===== src/rtl/segbus_pkg.sv =====
package segbus_pkg;
    typedef enum logic [1:0] {
        SERVE_NONE  = 2'd0,
        SERVE_GRANT = 2'd1,
        SERVE_BUSY  = 2'd2
    } serve_kind_e;
endpackage


===== src/rtl/segbus_span.sv =====
module segbus_span #(
    parameter int N_PE = 6,
    parameter int IW   = 3
) (
    input  logic [IW-1:0]   src,
    input  logic [IW-1:0]   dst,
    output logic [IW-1:0]   lo,
    output logic [IW-1:0]   hi,
    output logic [N_PE-1:0] mask,
    output logic            legal
);
    // endpoints in column order, independent of direction
    assign lo    = (src < dst) ? src : dst;
    assign hi    = (src < dst) ? dst : src;
    assign legal = ({1'b0, dst} < (IW+1)'(N_PE)) && (dst != src);

    for (genvar c = 0; c < N_PE; c++) begin : g_col
        assign mask[c] = (IW'(c) >= lo) && (IW'(c) <= hi);
    end
endmodule


===== src/rtl/segbus_prio.sv =====
module segbus_prio #(
    parameter int N_PE = 6,
    parameter int IW   = 3
) (
    input  logic [N_PE-1:0] req,
    output logic            any,
    output logic [IW-1:0]   idx
);
    assign any = |req;

    always_comb begin
        idx = '0;
        for (int i = N_PE - 1; i >= 0; i--) begin
            if (req[i]) idx = IW'(i);
        end
    end
endmodule


===== src/rtl/segbus_trk_pick.sv =====
module segbus_trk_pick #(
    parameter int N_PE  = 6,
    parameter int N_TRK = 4,
    parameter int TW    = 2
) (
    input  logic [N_TRK*N_PE-1:0] occ,
    input  logic [N_PE-1:0]       mask,
    output logic                  found,
    output logic [TW-1:0]         trk
);
    logic [N_TRK-1:0] free;

    for (genvar t = 0; t < N_TRK; t++) begin : g_trk
        assign free[t] = ~|(occ[t*N_PE +: N_PE] & mask);
    end

    assign found = |free;

    always_comb begin
        trk = '0;
        for (int t = N_TRK - 1; t >= 0; t--) begin
            if (free[t]) trk = TW'(t);
        end
    end
endmodule


===== src/rtl/segbus_xp_map.sv =====
module segbus_xp_map #(
    parameter int N_PE  = 6,
    parameter int N_TRK = 4,
    parameter int IW    = 3,
    parameter int TW    = 2
) (
    input  logic [N_PE-1:0]          own_vld,
    input  logic [N_PE*TW-1:0]       own_trk,
    input  logic [N_PE*IW-1:0]       own_lo,
    input  logic [N_PE*IW-1:0]       own_hi,
    output logic [(N_PE-1)*N_TRK-1:0] xp_close
);
    for (genvar j = 0; j < N_PE - 1; j++) begin : g_gap
        for (genvar t = 0; t < N_TRK; t++) begin : g_trk
            always_comb begin
                xp_close[j*N_TRK + t] = 1'b0;
                for (int i = 0; i < N_PE; i++) begin
                    if (own_vld[i]
                        && (own_trk[i*TW +: TW] == TW'(t))
                        && (own_lo[i*IW +: IW] <= IW'(j))
                        && (own_hi[i*IW +: IW] >  IW'(j))) begin
                        xp_close[j*N_TRK + t] = 1'b1;
                    end
                end
            end
        end
    end
endmodule


===== src/rtl/segbus_xbar_ctrl.sv =====
module segbus_xbar_ctrl
    import segbus_pkg::*;
#(
    parameter int N_PE  = 6,
    parameter int N_TRK = 4,
    localparam int IW   = (N_PE  > 1) ? $clog2(N_PE)  : 1,
    localparam int TW   = (N_TRK > 1) ? $clog2(N_TRK) : 1
) (
    input  logic                      clk,
    input  logic                      rst_n,
    input  logic [N_PE-1:0]           req_vld,
    input  logic [N_PE*IW-1:0]        req_dst,
    input  logic [N_PE-1:0]           rel,
    output logic                      resp_vld,
    output logic                      resp_ok,
    output logic [IW-1:0]             resp_src,
    output logic [TW-1:0]             resp_trk,
    output logic [N_TRK*N_PE-1:0]     seg_busy,
    output logic [(N_PE-1)*N_TRK-1:0] xp_close
);
    typedef struct packed {
        logic [N_PE-1:0]                own_vld;
        logic [N_PE-1:0][TW-1:0]        own_trk;
        logic [N_PE-1:0][IW-1:0]        own_lo;
        logic [N_PE-1:0][IW-1:0]        own_hi;
        logic [N_TRK-1:0][N_PE-1:0]     occ;
        logic                           resp_vld;
        logic                           resp_ok;
        logic [IW-1:0]                  resp_src;
        logic [TW-1:0]                  resp_trk;
    } ctrl_st_t;

    ctrl_st_t st_d, st_q;

    logic            win_any;
    logic [IW-1:0]   win_idx;
    logic [IW-1:0]   win_dst;
    logic [IW-1:0]   sp_lo, sp_hi;
    logic [N_PE-1:0] sp_mask;
    logic            sp_legal;
    logic            trk_found;
    logic [TW-1:0]   trk_sel;
    serve_kind_e     serve;

    segbus_prio #(.N_PE(N_PE), .IW(IW)) u_prio (
        .req (req_vld),
        .any (win_any),
        .idx (win_idx)
    );

    assign win_dst = req_dst[win_idx*IW +: IW];

    segbus_span #(.N_PE(N_PE), .IW(IW)) u_span (
        .src   (win_idx),
        .dst   (win_dst),
        .lo    (sp_lo),
        .hi    (sp_hi),
        .mask  (sp_mask),
        .legal (sp_legal)
    );

    segbus_trk_pick #(.N_PE(N_PE), .N_TRK(N_TRK), .TW(TW)) u_pick (
        .occ   (st_q.occ),
        .mask  (sp_mask),
        .found (trk_found),
        .trk   (trk_sel)
    );

    always_comb begin
        if (!win_any)
            serve = SERVE_NONE;
        else if (sp_legal && !st_q.own_vld[win_idx] && trk_found)
            serve = SERVE_GRANT;
        else
            serve = SERVE_BUSY;
    end

    always_comb begin
        st_d = st_q;

        // releases act on the pre-cycle ownership records
        for (int i = 0; i < N_PE; i++) begin
            if (rel[i] && st_q.own_vld[i]) begin
                st_d.own_vld[i] = 1'b0;
                for (int c = 0; c < N_PE; c++) begin
                    if ((IW'(c) >= st_q.own_lo[i]) && (IW'(c) <= st_q.own_hi[i]))
                        st_d.occ[st_q.own_trk[i]][c] = 1'b0;
                end
            end
        end

        st_d.resp_vld = (serve != SERVE_NONE);
        st_d.resp_ok  = (serve == SERVE_GRANT);
        st_d.resp_src = win_idx;
        st_d.resp_trk = '0;

        if (serve == SERVE_GRANT) begin
            st_d.resp_trk             = trk_sel;
            st_d.own_vld[win_idx]     = 1'b1;
            st_d.own_trk[win_idx]     = trk_sel;
            st_d.own_lo[win_idx]      = sp_lo;
            st_d.own_hi[win_idx]      = sp_hi;
            st_d.occ[trk_sel]         = st_d.occ[trk_sel] | sp_mask;
        end
    end

    always_ff @(posedge clk) begin
        if (!rst_n) st_q <= '0;
        else        st_q <= st_d;
    end

    segbus_xp_map #(.N_PE(N_PE), .N_TRK(N_TRK), .IW(IW), .TW(TW)) u_xp (
        .own_vld  (st_q.own_vld),
        .own_trk  (st_q.own_trk),
        .own_lo   (st_q.own_lo),
        .own_hi   (st_q.own_hi),
        .xp_close (xp_close)
    );

    assign resp_vld = st_q.resp_vld;
    assign resp_ok  = st_q.resp_ok;
    assign resp_src = st_q.resp_src;
    assign resp_trk = st_q.resp_trk;
    assign seg_busy = st_q.occ;
endmodule


===== config.mk =====
export PLATFORM = sky130hd
export DESIGN_NAME = segbus_xbar_ctrl
export DESIGN_NICKNAME = d
export VERILOG_FILES = /design/src/rtl/segbus_pkg.sv /design/src/rtl/segbus_span.sv /design/src/rtl/segbus_prio.sv /design/src/rtl/segbus_trk_pick.sv /design/src/rtl/segbus_xp_map.sv /design/src/rtl/segbus_xbar_ctrl.sv
export SDC_FILE = /design/constraint.sdc
export NUM_CORES = 1
export LEC_CHECK = 0
export ABC_CLOCK_PERIOD_IN_PS = 6200
export BUFFER_PORTS_ARGS = -buffer_cell sky130_fd_sc_hd__buf_4
export CAP_MARGIN = 10
export CORE_MARGIN = 2
export CORE_UTILIZATION = 45
export CTS_CLUSTER_SIZE = 25
export DETAILED_ROUTE_END_ITERATION = 7
export PLACE_DENSITY = 0.7
export SLEW_MARGIN = 15
export SYNTH_ARGS = -nofsm -noshare
export SYNTH_HDL_FRONTEND = slang
export SYNTH_HIERARCHICAL = 1
export SYNTH_SLANG_ARGS = --single-unit
export TNS_END_PERCENT = 50

===== constraint.sdc =====
create_clock -name clk -period 6.2 [get_ports clk]
set_clock_uncertainty 0.2 [all_clocks]
set_input_delay 0.31 -clock clk [delete_from_list [all_inputs] [get_ports clk]]
set_output_delay 0.31 -clock clk [all_outputs]
set_load 0.1 [all_outputs]

==> metrics list, run 1 <==
- Die height: 127.9 um
* Number of buffers inserted during clock tree synthesis: 9
- After floorplanning, the core was divided into 45 placement rows.
- Along the worst path, the maximum fanout reaches 22.
- Top FF cell, synth: sky130_fd_sc_hd__dfxtp_1
- Synthesis-stage register bit count: 85
* Non-Filler Instances: 1053
* Worst IR Drop VDD: 0.0004087 V
- For the pin with the worst max-slew slack, the measured transition is 1.242 ns.
* Clock transition time at the flip-flop clock pins of the worst setup and hold paths: 0.07 ns
- Total routing resource utilization after global routing: 33.65%
- Io pins: 83
- Final weighted congestion in routability-driven placement: 1.035
- In this run switching power makes up 48.48% of total power.
* Remaining antenna violation count after routing: 0
- For this run, the slowest stage of the critical path takes 1.00 ns.
- Total met3 wirelength after detailed routing: 3439 um
- N_diodes: 0
* Hold path depth: 3
- Maximum clock rate: 172.3 MHz
* Post-CTS resize count: 0
* Arrival time of data at the critical path endpoint: 5.84 ns
- The final hold violation count was 0.
* Final Instance Area: 7735 um^2
- In this run the top signal layer used is met4.
- Largest net degree at the start of global routing: 84
- Of the total power, registers draw 31.0%.
* Final sum of negative setup slack: 0 ns
- Total wire length after detailed routing: 27880 um
* Most frequent standard cell in the layout excluding fill and tap cells: sky130_fd_sc_hd__buf_4
- At the end of the flow, the number of nets in the layout was 897.
- For the worst setup path, the data required time is 6.24 ns.
- Number of vias per cell after detailed routing: 7.208
* Kind of launch point of the worst setup path: input port
* Avg Cell Area, Syn: 8.296 um^2
- After Yosys synthesis, full adders, half adders and majority gates account for 0.9053% of the synthesized area.
- The detailed router finished its first iteration with 1322 violations.
* Part of the total power dissipated in the clock network: 25.0%
- Die width: 127.9 um
- In this run the standard cell core region covers 15090 um^2.
- Worst skew pair latency: 0.36 ns
* Warnings from Yosys: 6
- Minimum clock period: 5.805 ns
* Netlist area before placement: 6910 um^2
- Global-route wire length before repair: 41850 um
* Worst hold slack across all endpoints: 0.06763 ns
- Hold Crit Start: rel[1]
* Max-slew violation total from the final report: 0
- Min-Delay Path Class: input port to flip-flop
- Commonest cells after routing, fill and taps aside: sky130_fd_sc_hd__buf_4 (95), sky130_fd_sc_hd__dfxtp_1 (85), sky130_fd_sc_hd__a22oi_1 (61)
- Gate Count Post-Synth: 833
- Status: completed
* Kind of end point of the critical path: flip-flop
- The path with the worst hold slack has its endpoint at st_q[80]$_SDFF_PN0_.
* Leakage power figure: 2.929 nW
- Together, buffers and inverters on the worst path number 4.
- Slack of the worst reg-to-reg path: 3.36 ns
* Number of buffers added to fix hold violations after cts: 0
- Once layout is complete, the utilization of the core stands at 51.26%.
- Top cell family by delay on the critical path: simple AND/OR/NAND/NOR gates
* Net switching power: 0.001143 W
- Detailed Routing Iterations Pass 1: 6
* Cell Int Power: 0.001214 W
* Number of enable flip-flop cells after synthesis: 0
- Clock tree from TritonCTS: yes
- Of the synthesized area, sequential elements account for 24.62%.
- Counting buffers and inverters, the worst setup path is 21 cells deep.
- Reg-to-Reg Start: seg_busy[1]$_SDFF_PN0_
* Cell Chain, Critical Path: buf_4 -> or4_1 -> nor2_1 -> buf_4 -> a31oi_1 -> a21oi_1 -> inv_1 -> ha_1 -> nor3b_4 -> nor3_4 -> buf_4 -> a21oi_1 -> a211oi_1 -> a22oi_1 -> nand3_1 -> nor2b_4 -> nand3b_1 -> and4b_1 -> nand3_1 -> mux2i_1 -> nor2b_1
* Number of placed instances with taps included: 1037
- Final Setup Violations: 0
- Area share of the largest cell type after synthesis: 24.62%
* CTS root buffer: sky130_fd_sc_hd__clkbuf_16
* Number of sinks on the clock net: 85
- The via count of the first global-routing pass was 6991.
- The number of different library cells used by synthesis comes to 80.
* Path type of the worst setup path: input port to flip-flop
* Filler Cells Inserted: 1460
- Measured against its own limit, the worst slew margin works out to 16.70%.
* Via count of the routed design: 7590
- In this run the worst setup path begins at req_vld[0].
- After detailed placement, the total cell area comes to 7423 um^2.
- Multiplexer cells account for 8.619% of the synthesized area.
* Largest area contributor in the synthesized netlist: sky130_fd_sc_hd__dfxtp_1
* Largest cells by area after synthesis: sky130_fd_sc_hd__dfxtp_1 (25%), sky130_fd_sc_hd__mux2i_1 (7.5%), sky130_fd_sc_hd__a22oi_1 (6.6%), sky130_fd_sc_hd__nor2b_1 (5.0%), sky130_fd_sc_hd__nor3_1 (3.5%)
* Synth Area in Compound Gates: 28.35%
- Layout cell share with drive strength beyond 1: 19.54%
* Number of maximum-capacitance constraint violations: 0
- The synthesized netlist devotes 30.16% of its cell area to simple gates.
- Layout area overhead: 11.93%
* DIE AREA: 16360 um^2
- By area, the combinational part of the netlist is dominated by simple AND/OR/NAND/NOR gates.
- Cell repeated most along the worst path: sky130_fd_sc_hd__buf_4
- Measured in cells, the most critical reg-to-reg path has a length of 8.
* RSZ-0062 raised after global routing: false
- Summing the areas of all xor and xnor instances in the mapped netlist gives 0% of the synthesized area.
- Wire length per cell: 26.48 um
- Met2 layer wire length in the routed design: 11850 um
- The initial antenna violation count is 0.
- In this run the post-CTS setup repair buffer count came out at 0.
- On the critical path, the stage with the largest delay is an instance of sky130_fd_sc_hd__a211oi_1.
* Post-DP HPWL: 20790 um
- Input/output buffers: 82
- Combinational cells account for 44.0% of the total power.
* Starting Density: 45.80%
* Pwr dens: 304.7 nW/um^2
* Congestion Overflow GR: 0
- The final critical path takes up 93.63% of the cycle.
- After detailed routing, the number of remaining DRC violations is 0.
- H-tree lvl count: 3
- For this run, asynchronously set or reset flops after synthesis account for 0%.
- The number of nets in the synthesized netlist is 870.
- Counting along the longest clock path gives a buffer depth of 2.
- For this block, wires on met1 add up to 11320 um.
-- power by group through the flow --
stage               clock network (W)  registers (W)  logic, W
global placement                    0       0.000737   0.00101
global route                 0.000618       0.000736   0.00108
floorplan                           0       0.000686  0.000818
finish                       0.000590       0.000731   0.00104
detailed placement                  0       0.000735   0.00101
CTS                          0.000592       0.000722   0.00102
-- routing by layer --
| metal | global-route usage, % | vias to the layer above |
|---|---|---|
| met4 | 13.45 | 0 |
| met5 | 0 | - |
| li1 | - | 3301 |
| met2 | 50.42 | 589 |
| met1 | 45.47 | 3585 |
| met3 | 9.766 | 115 |
-- logic make-up after synthesis --
group,after synthesis
and+or+nand+nor,347
AOI/OAI and AO/OA,243
buffers and inverters,95
DFF,85
muxes,58
adders and majority gates,5
-- metrics by stage --
stage          worst slack [ns]  total power (W)
2_1_floorplan            0.5602         0.001505
3_3_place_gp             0.3059         0.001749
3_5_place_dp             0.2387         0.001745
4_1_cts                  0.5656         0.002330
5_1_grt                  0.1130         0.002430
6_report                 0.3952         0.002357
-- cell usage after synthesis, types with 12 or more instances --
library cell / n
sky130_fd_sc_hd__dfxtp_1: 85
sky130_fd_sc_hd__o21ai_0: 13
sky130_fd_sc_hd__nor4_1: 21
sky130_fd_sc_hd__nand2_1: 48
sky130_fd_sc_hd__a21oi_1: 19
sky130_fd_sc_hd__nor2_1: 42
sky130_fd_sc_hd__mux2i_1: 52
sky130_fd_sc_hd__inv_1: 15
sky130_fd_sc_hd__nor3_1: 48
sky130_fd_sc_hd__clkbuf_1: 34
sky130_fd_sc_hd__a22oi_1: 61
sky130_fd_sc_hd__nand3_1: 36
sky130_fd_sc_hd__nor2b_1: 55
sky130_fd_sc_hd__buf_2: 12
sky130_fd_sc_hd__a32o_1: 16
sky130_fd_sc_hd__o22ai_1: 12
sky130_fd_sc_hd__buf_4: 30
-- worst max path at each step --
stage,slack (ns),end
final,0.40,flip-flop
after CTS,0.57,flip-flop
after global routing,0.11,flip-flop
after floorplan,0.56,flip-flop
after detailed placement,0.24,flip-flop
after global placement,0.31,flip-flop
-- layout make-up --
class	instances	area [um^2]	share of cell area (%)
Clock inverter	7	86.33	1.116
Sequential cell	85	1702	22.00
Tap cell	188	235.2	3.041
Timing Repair Buffer	95	713.2	9.220
Multi-Input combinational cell	653	4713	60.93
Inverter	16	60.06	0.7764
Clock buffer	9	225.2	2.912
-- worst register-to-register path: cells and delay by family (launching register included) --
kind / cells / cell delay, ns
flops: 1 / 0.37
compound gates: 2 / 0.47
simple gates: 5 / 1.32
mux: 1 / 0.36
Power figures use the tool's default switching activity.
==> inputs of run 2 (changes only) <==
- SYNTH_HIERARCHICAL: 1 -> default
==> metrics list, run 2 <==
- Status: completed (unchanged)
* Slew margin rel.: 34.49% (was 16.70%)
- The count of yosys warnings during synthesis came to 0 (was 6).
- The ratio of cells with drive above 1 in the final layout was 16.20% (was 19.54%).
- Fin crit share: 89.91% (was 93.63%)
- The die footprint is 16100 um^2 (was 16360 um^2).
- The number of iterations in the first detailed-routing pass was 6 (unchanged).
- The final hold violation count came to 0 (unchanged).
- Critical path's slowest cell: sky130_fd_sc_hd__a221oi_1 (was sky130_fd_sc_hd__a211oi_1)
* CTS Buffer Depth: 2 (unchanged)
* Via count of the routed design: 7970 (was 7590)
* Clock tree from TritonCTS: yes (unchanged)
* Total wire length after detailed routing: 30560 um (was 27880 um)
- Required time of the critical path: 6.27 ns (was 6.24 ns)
* Area share of the largest cell type after synthesis: 25.05% (was 24.62%)
* Worst IR Drop VDD: 0.0002363 V (was 0.0004087 V)
* Post-route DRC: 0 (unchanged)
- Netlist area before placement: 6794 um^2 (was 6910 um^2)
- Leakage power figure: 2.808 nW (was 2.929 nW)
- The synthesis-to-finish area growth is 12.19% (was 11.93%).
- The row count came to 44 (was 45).
- Initial antenna violation count: 0 (unchanged)
- H-tree lvl count: 3 (unchanged)
* Io pins: 83 (unchanged)
* Pwr dens: 317.4 nW/um^2 (was 304.7 nW/um^2)
- The number of distinct library cells after synthesis is 75 (was 80).
- Final core occ: 52.05% (was 51.26%)
- Worst hold slack across all endpoints: 0.1432 ns (was 0.06763 ns)
* RSZ-0062 raised after global routing: false (unchanged)
- The commonest non-fill, non-tap cell in the layout was sky130_fd_sc_hd__nand2_1 (was sky130_fd_sc_hd__buf_4).
* Number of global-route vias before repair: 7056 (was 6991)
* Commonest cells after routing, fill and taps aside: sky130_fd_sc_hd__nand2_1 (142), sky130_fd_sc_hd__buf_4 (95), sky130_fd_sc_hd__dfxtp_1 (85) (was sky130_fd_sc_hd__buf_4 (95), sky130_fd_sc_hd__dfxtp_1 (85), sky130_fd_sc_hd__a22oi_1 (61))
* Slack of the worst reg-to-reg path: 3.04 ns (was 3.36 ns)
* Top FF cell, synth: sky130_fd_sc_hd__dfxtp_1 (unchanged)
* Final weighted congestion in routability-driven placement: 1.051 (was 1.035)
- Number of buffers inserted during clock tree synthesis: 9 (unchanged)
- Core area: 14640 um^2 (was 15090 um^2)
* Cell Chain, Critical Path: buf_4 -> or4_4 -> nor3_1 -> a31o_2 -> nor2_1 -> ha_1 -> nor3b_1 -> or3_1 -> o21ai_0 -> a221oi_1 -> nor3_1 -> a222oi_1 -> nand3_2 -> a41oi_2 -> nand3_1 -> mux2i_1 (was buf_4 -> or4_1 -> nor2_1 -> buf_4 -> a31oi_1 -> a21oi_1 -> inv_1 -> ha_1 -> nor3b_4 -> nor3_4 -> buf_4 -> a21oi_1 -> a211oi_1 -> a22oi_1 -> nand3_1 -> nor2b_4 -> nand3b_1 -> and4b_1 -> nand3_1 -> mux2i_1 -> nor2b_1)
- The number of filler cells placed in the layout was 1465 (was 1460).
- Nets: 989 (was 897)
- The hold-fix buffer count after cts was 0 (unchanged).
- The routed length per instance is 26.78 um (was 26.48 um).
- The most repeated library cell on the critical path is sky130_fd_sc_hd__nor3_1 (was sky130_fd_sc_hd__buf_4).
* Die height: 126.9 um (was 127.9 um)
- Total routing resource utilization after global routing: 37.27% (was 33.65%)
* Peak fanout along the critical path: 9 (was 22)
- In this run the critical register-to-register path is captured at seg_busy[19]$_SDFF_PN0_.
* Post-synthesis async set-or-reset flop share: 0% (unchanged)
- Global-route wire length before repair: 45100 um (was 41850 um)
- Max-slew violation total from the final report: 0 (unchanged)
- The worst path arrival time is 5.64 ns (was 5.84 ns).
- Kind of end point of the critical path: flip-flop (unchanged)
- Number of enable flip-flop cells after synthesis: 0 (unchanged)
- The transition at the pin with the smallest max-transition slack is 0.9752 ns (was 1.242 ns).
- Synthesis-stage register bit count: 85 (unchanged)
* Worst skew pair latency: 0.36 ns (about the same)
- Remaining antenna violation count after routing: 0 (unchanged)
* Number of sinks on the clock net: 85 (unchanged)
- Hold Crit Start: req_vld[0] (was rel[1])
* Post-CTS resize count: 0 (unchanged)
- N_diodes: 0 (unchanged)
* Sequential fraction of the synthesis area: 25.05% (was 24.62%)
- The average cell area after synthesis came to 7.385 um^2 (was 8.296 um^2).
- Input/output buffers: 82 (unchanged)
- Largest cells by area after synthesis: sky130_fd_sc_hd__dfxtp_1 (25%), sky130_fd_sc_hd__nand2_1 (7.8%), sky130_fd_sc_hd__mux2i_1 (7.5%), sky130_fd_sc_hd__nor2_1 (4.0%), sky130_fd_sc_hd__buf_4 (3.6%) (was sky130_fd_sc_hd__dfxtp_1 (25%), sky130_fd_sc_hd__mux2i_1 (7.5%), sky130_fd_sc_hd__a22oi_1 (6.6%), sky130_fd_sc_hd__nor2b_1 (5.0%), sky130_fd_sc_hd__nor3_1 (3.5%))
- The initial core utilization is 46.39% (was 45.80%).
- Die width: 126.9 um (was 127.9 um)
- Number of cells on the worst reg-to-reg path: 10 (was 8)
* Final sum of negative setup slack: 0 ns (unchanged)
* Minimum clock period: 5.574 ns (was 5.805 ns)
* Reg-to-Reg Start: st_q[83]$_SDFF_PN0_ (was seg_busy[1]$_SDFF_PN0_)
- Final Setup Violations: 0 (unchanged)
- Maximum clock rate: 179.4 MHz (was 172.3 MHz)
- The clock root buffer is sky130_fd_sc_hd__clkbuf_16 (unchanged).
- End point of the worst hold path: resp_vld$_SDFF_PN0_ (was st_q[80]$_SDFF_PN0_)
- Max stage delay on crit path: 0.60 ns (was 1.00 ns)
* Largest net degree at the start of global routing: 71 (was 84)
* Clock transition time at the flip-flop clock pins of the worst setup and hold paths: 0.06 ns (was 0.07 ns)
- The number of buffers and inverters on the critical path was 1 (was 4).
- The final global-route overflow total came to 0 (unchanged).
- Largest area contributor in the synthesized netlist: sky130_fd_sc_hd__dfxtp_1 (unchanged)
- Kind of launch point of the worst setup path: input port (unchanged)
- Gate Count Post-Synth: 920 (was 833)
* Top-count cell post-synth: sky130_fd_sc_hd__nand2_1 (was sky130_fd_sc_hd__dfxtp_1)
* Post-DP HPWL: 23670 um (was 20790 um)
* Top cell family by delay on the critical path: simple AND/OR/NAND/NOR gates (unchanged)
- Hold path depth: 3 (unchanged)
* Number of vias per cell after detailed routing: 6.985 (was 7.208)
- Setup Fix Bufs, Post-CTS: 0 (unchanged)
- Number of maximum-capacitance constraint violations: 0 (unchanged)
* Net count after synthesis: 957 (was 870)
- The number of DRC markers after the initial detailed-route iteration came to 1167 (was 1322).
- Min-Delay Path Class: input port to flip-flop (unchanged)
* Path type of the worst setup path: input port to flip-flop (unchanged)
- Most frequent cells after synthesis: sky130_fd_sc_hd__nand2_1 (142), sky130_fd_sc_hd__dfxtp_1 (85), sky130_fd_sc_hd__nor2_1 (73), sky130_fd_sc_hd__mux2i_1 (51), sky130_fd_sc_hd__o21ai_0 (43) (was sky130_fd_sc_hd__dfxtp_1 (85), sky130_fd_sc_hd__a22oi_1 (61), sky130_fd_sc_hd__nor2b_1 (55), sky130_fd_sc_hd__mux2i_1 (52))
## run 2: worst max-delay path by stage
stage / end / slack (ns) / start / cells past startpoint
2_1_floorplan: seg_busy[20]$_SDFF_PN0_ / 1.44 / req_vld[3] / 18
5_1_grt: flip-flop / 0.19 / req_vld[1] / 16
6_report: flip-flop / 0.63 / req_vld[5] / 16
3_5_place_dp: flip-flop / 0.53 / req_vld[5] / 16
3_3_place_gp: flip-flop / 0.71 / req_vld[5] / 15
4_1_cts: flip-flop / 0.87 / req_vld[5] / 16
## run 2: kinds of logic after synthesis
group	after synthesis	share of synthesized area, %
and+or+nand+nor	409	29.43
AOI/OAI and AO/OA	276	29.69
buffers and inverters	94	7.403
DFF	85	25.05
muxes	51	7.514
adders and majority gates	5	0.9208
## run 2: power breakdown
part	total, W	leakage [nW]	switching, W	internal (W)
clock	0.000568	0.146	0.000250	0.000319
sequential	0.000710	0.690	0.000102	0.000608
combinational	0.00114	1.97	0.000863	0.000278
## run 2: per-layer routing
layer  GRT usage, %  vias to the layer above  share of wire, %
met4          14.87                        0               4.4
met5              0                        -                 0
met3          9.110                       92                11
met1          50.84                     3778                41
met2          56.61                      609                44
li1               -                     3491                 -
## run 2: cell type report
class	instances	area (um^2)	share of cell area, %
Clock buffer	9	225.2	2.955
Clock inverter	7	81.33	1.067
Inverter	20	76.32	1.001
Multi-Input combinational cell	741	4594	60.28
Sequential cell	85	1702	22.32
Tap cell	184	230.2	3.020
Timing Repair Buffer	95	713.2	9.357
## run 2: metrics by stage
stage	cells	area [um^2]	setup WS (ns)	total power, W
global route	1141	7622	0.1937	0.002492
detailed placement	1125	7316	0.5282	0.001828
floorplan	920	6794	1.444	0.001557
finish	1141	7622	0.6259	0.002419
global placement	1125	7316	0.7103	0.001847
CTS	1141	7622	0.8717	0.002394
## run 2: tightest hold or removal path, cell delays in order
cell                     delay [ns]
sky130_fd_sc_hd__buf_4         0.17
sky130_fd_sc_hd__nor3_1        0.08
sky130_fd_sc_hd__nor2_1        0.09
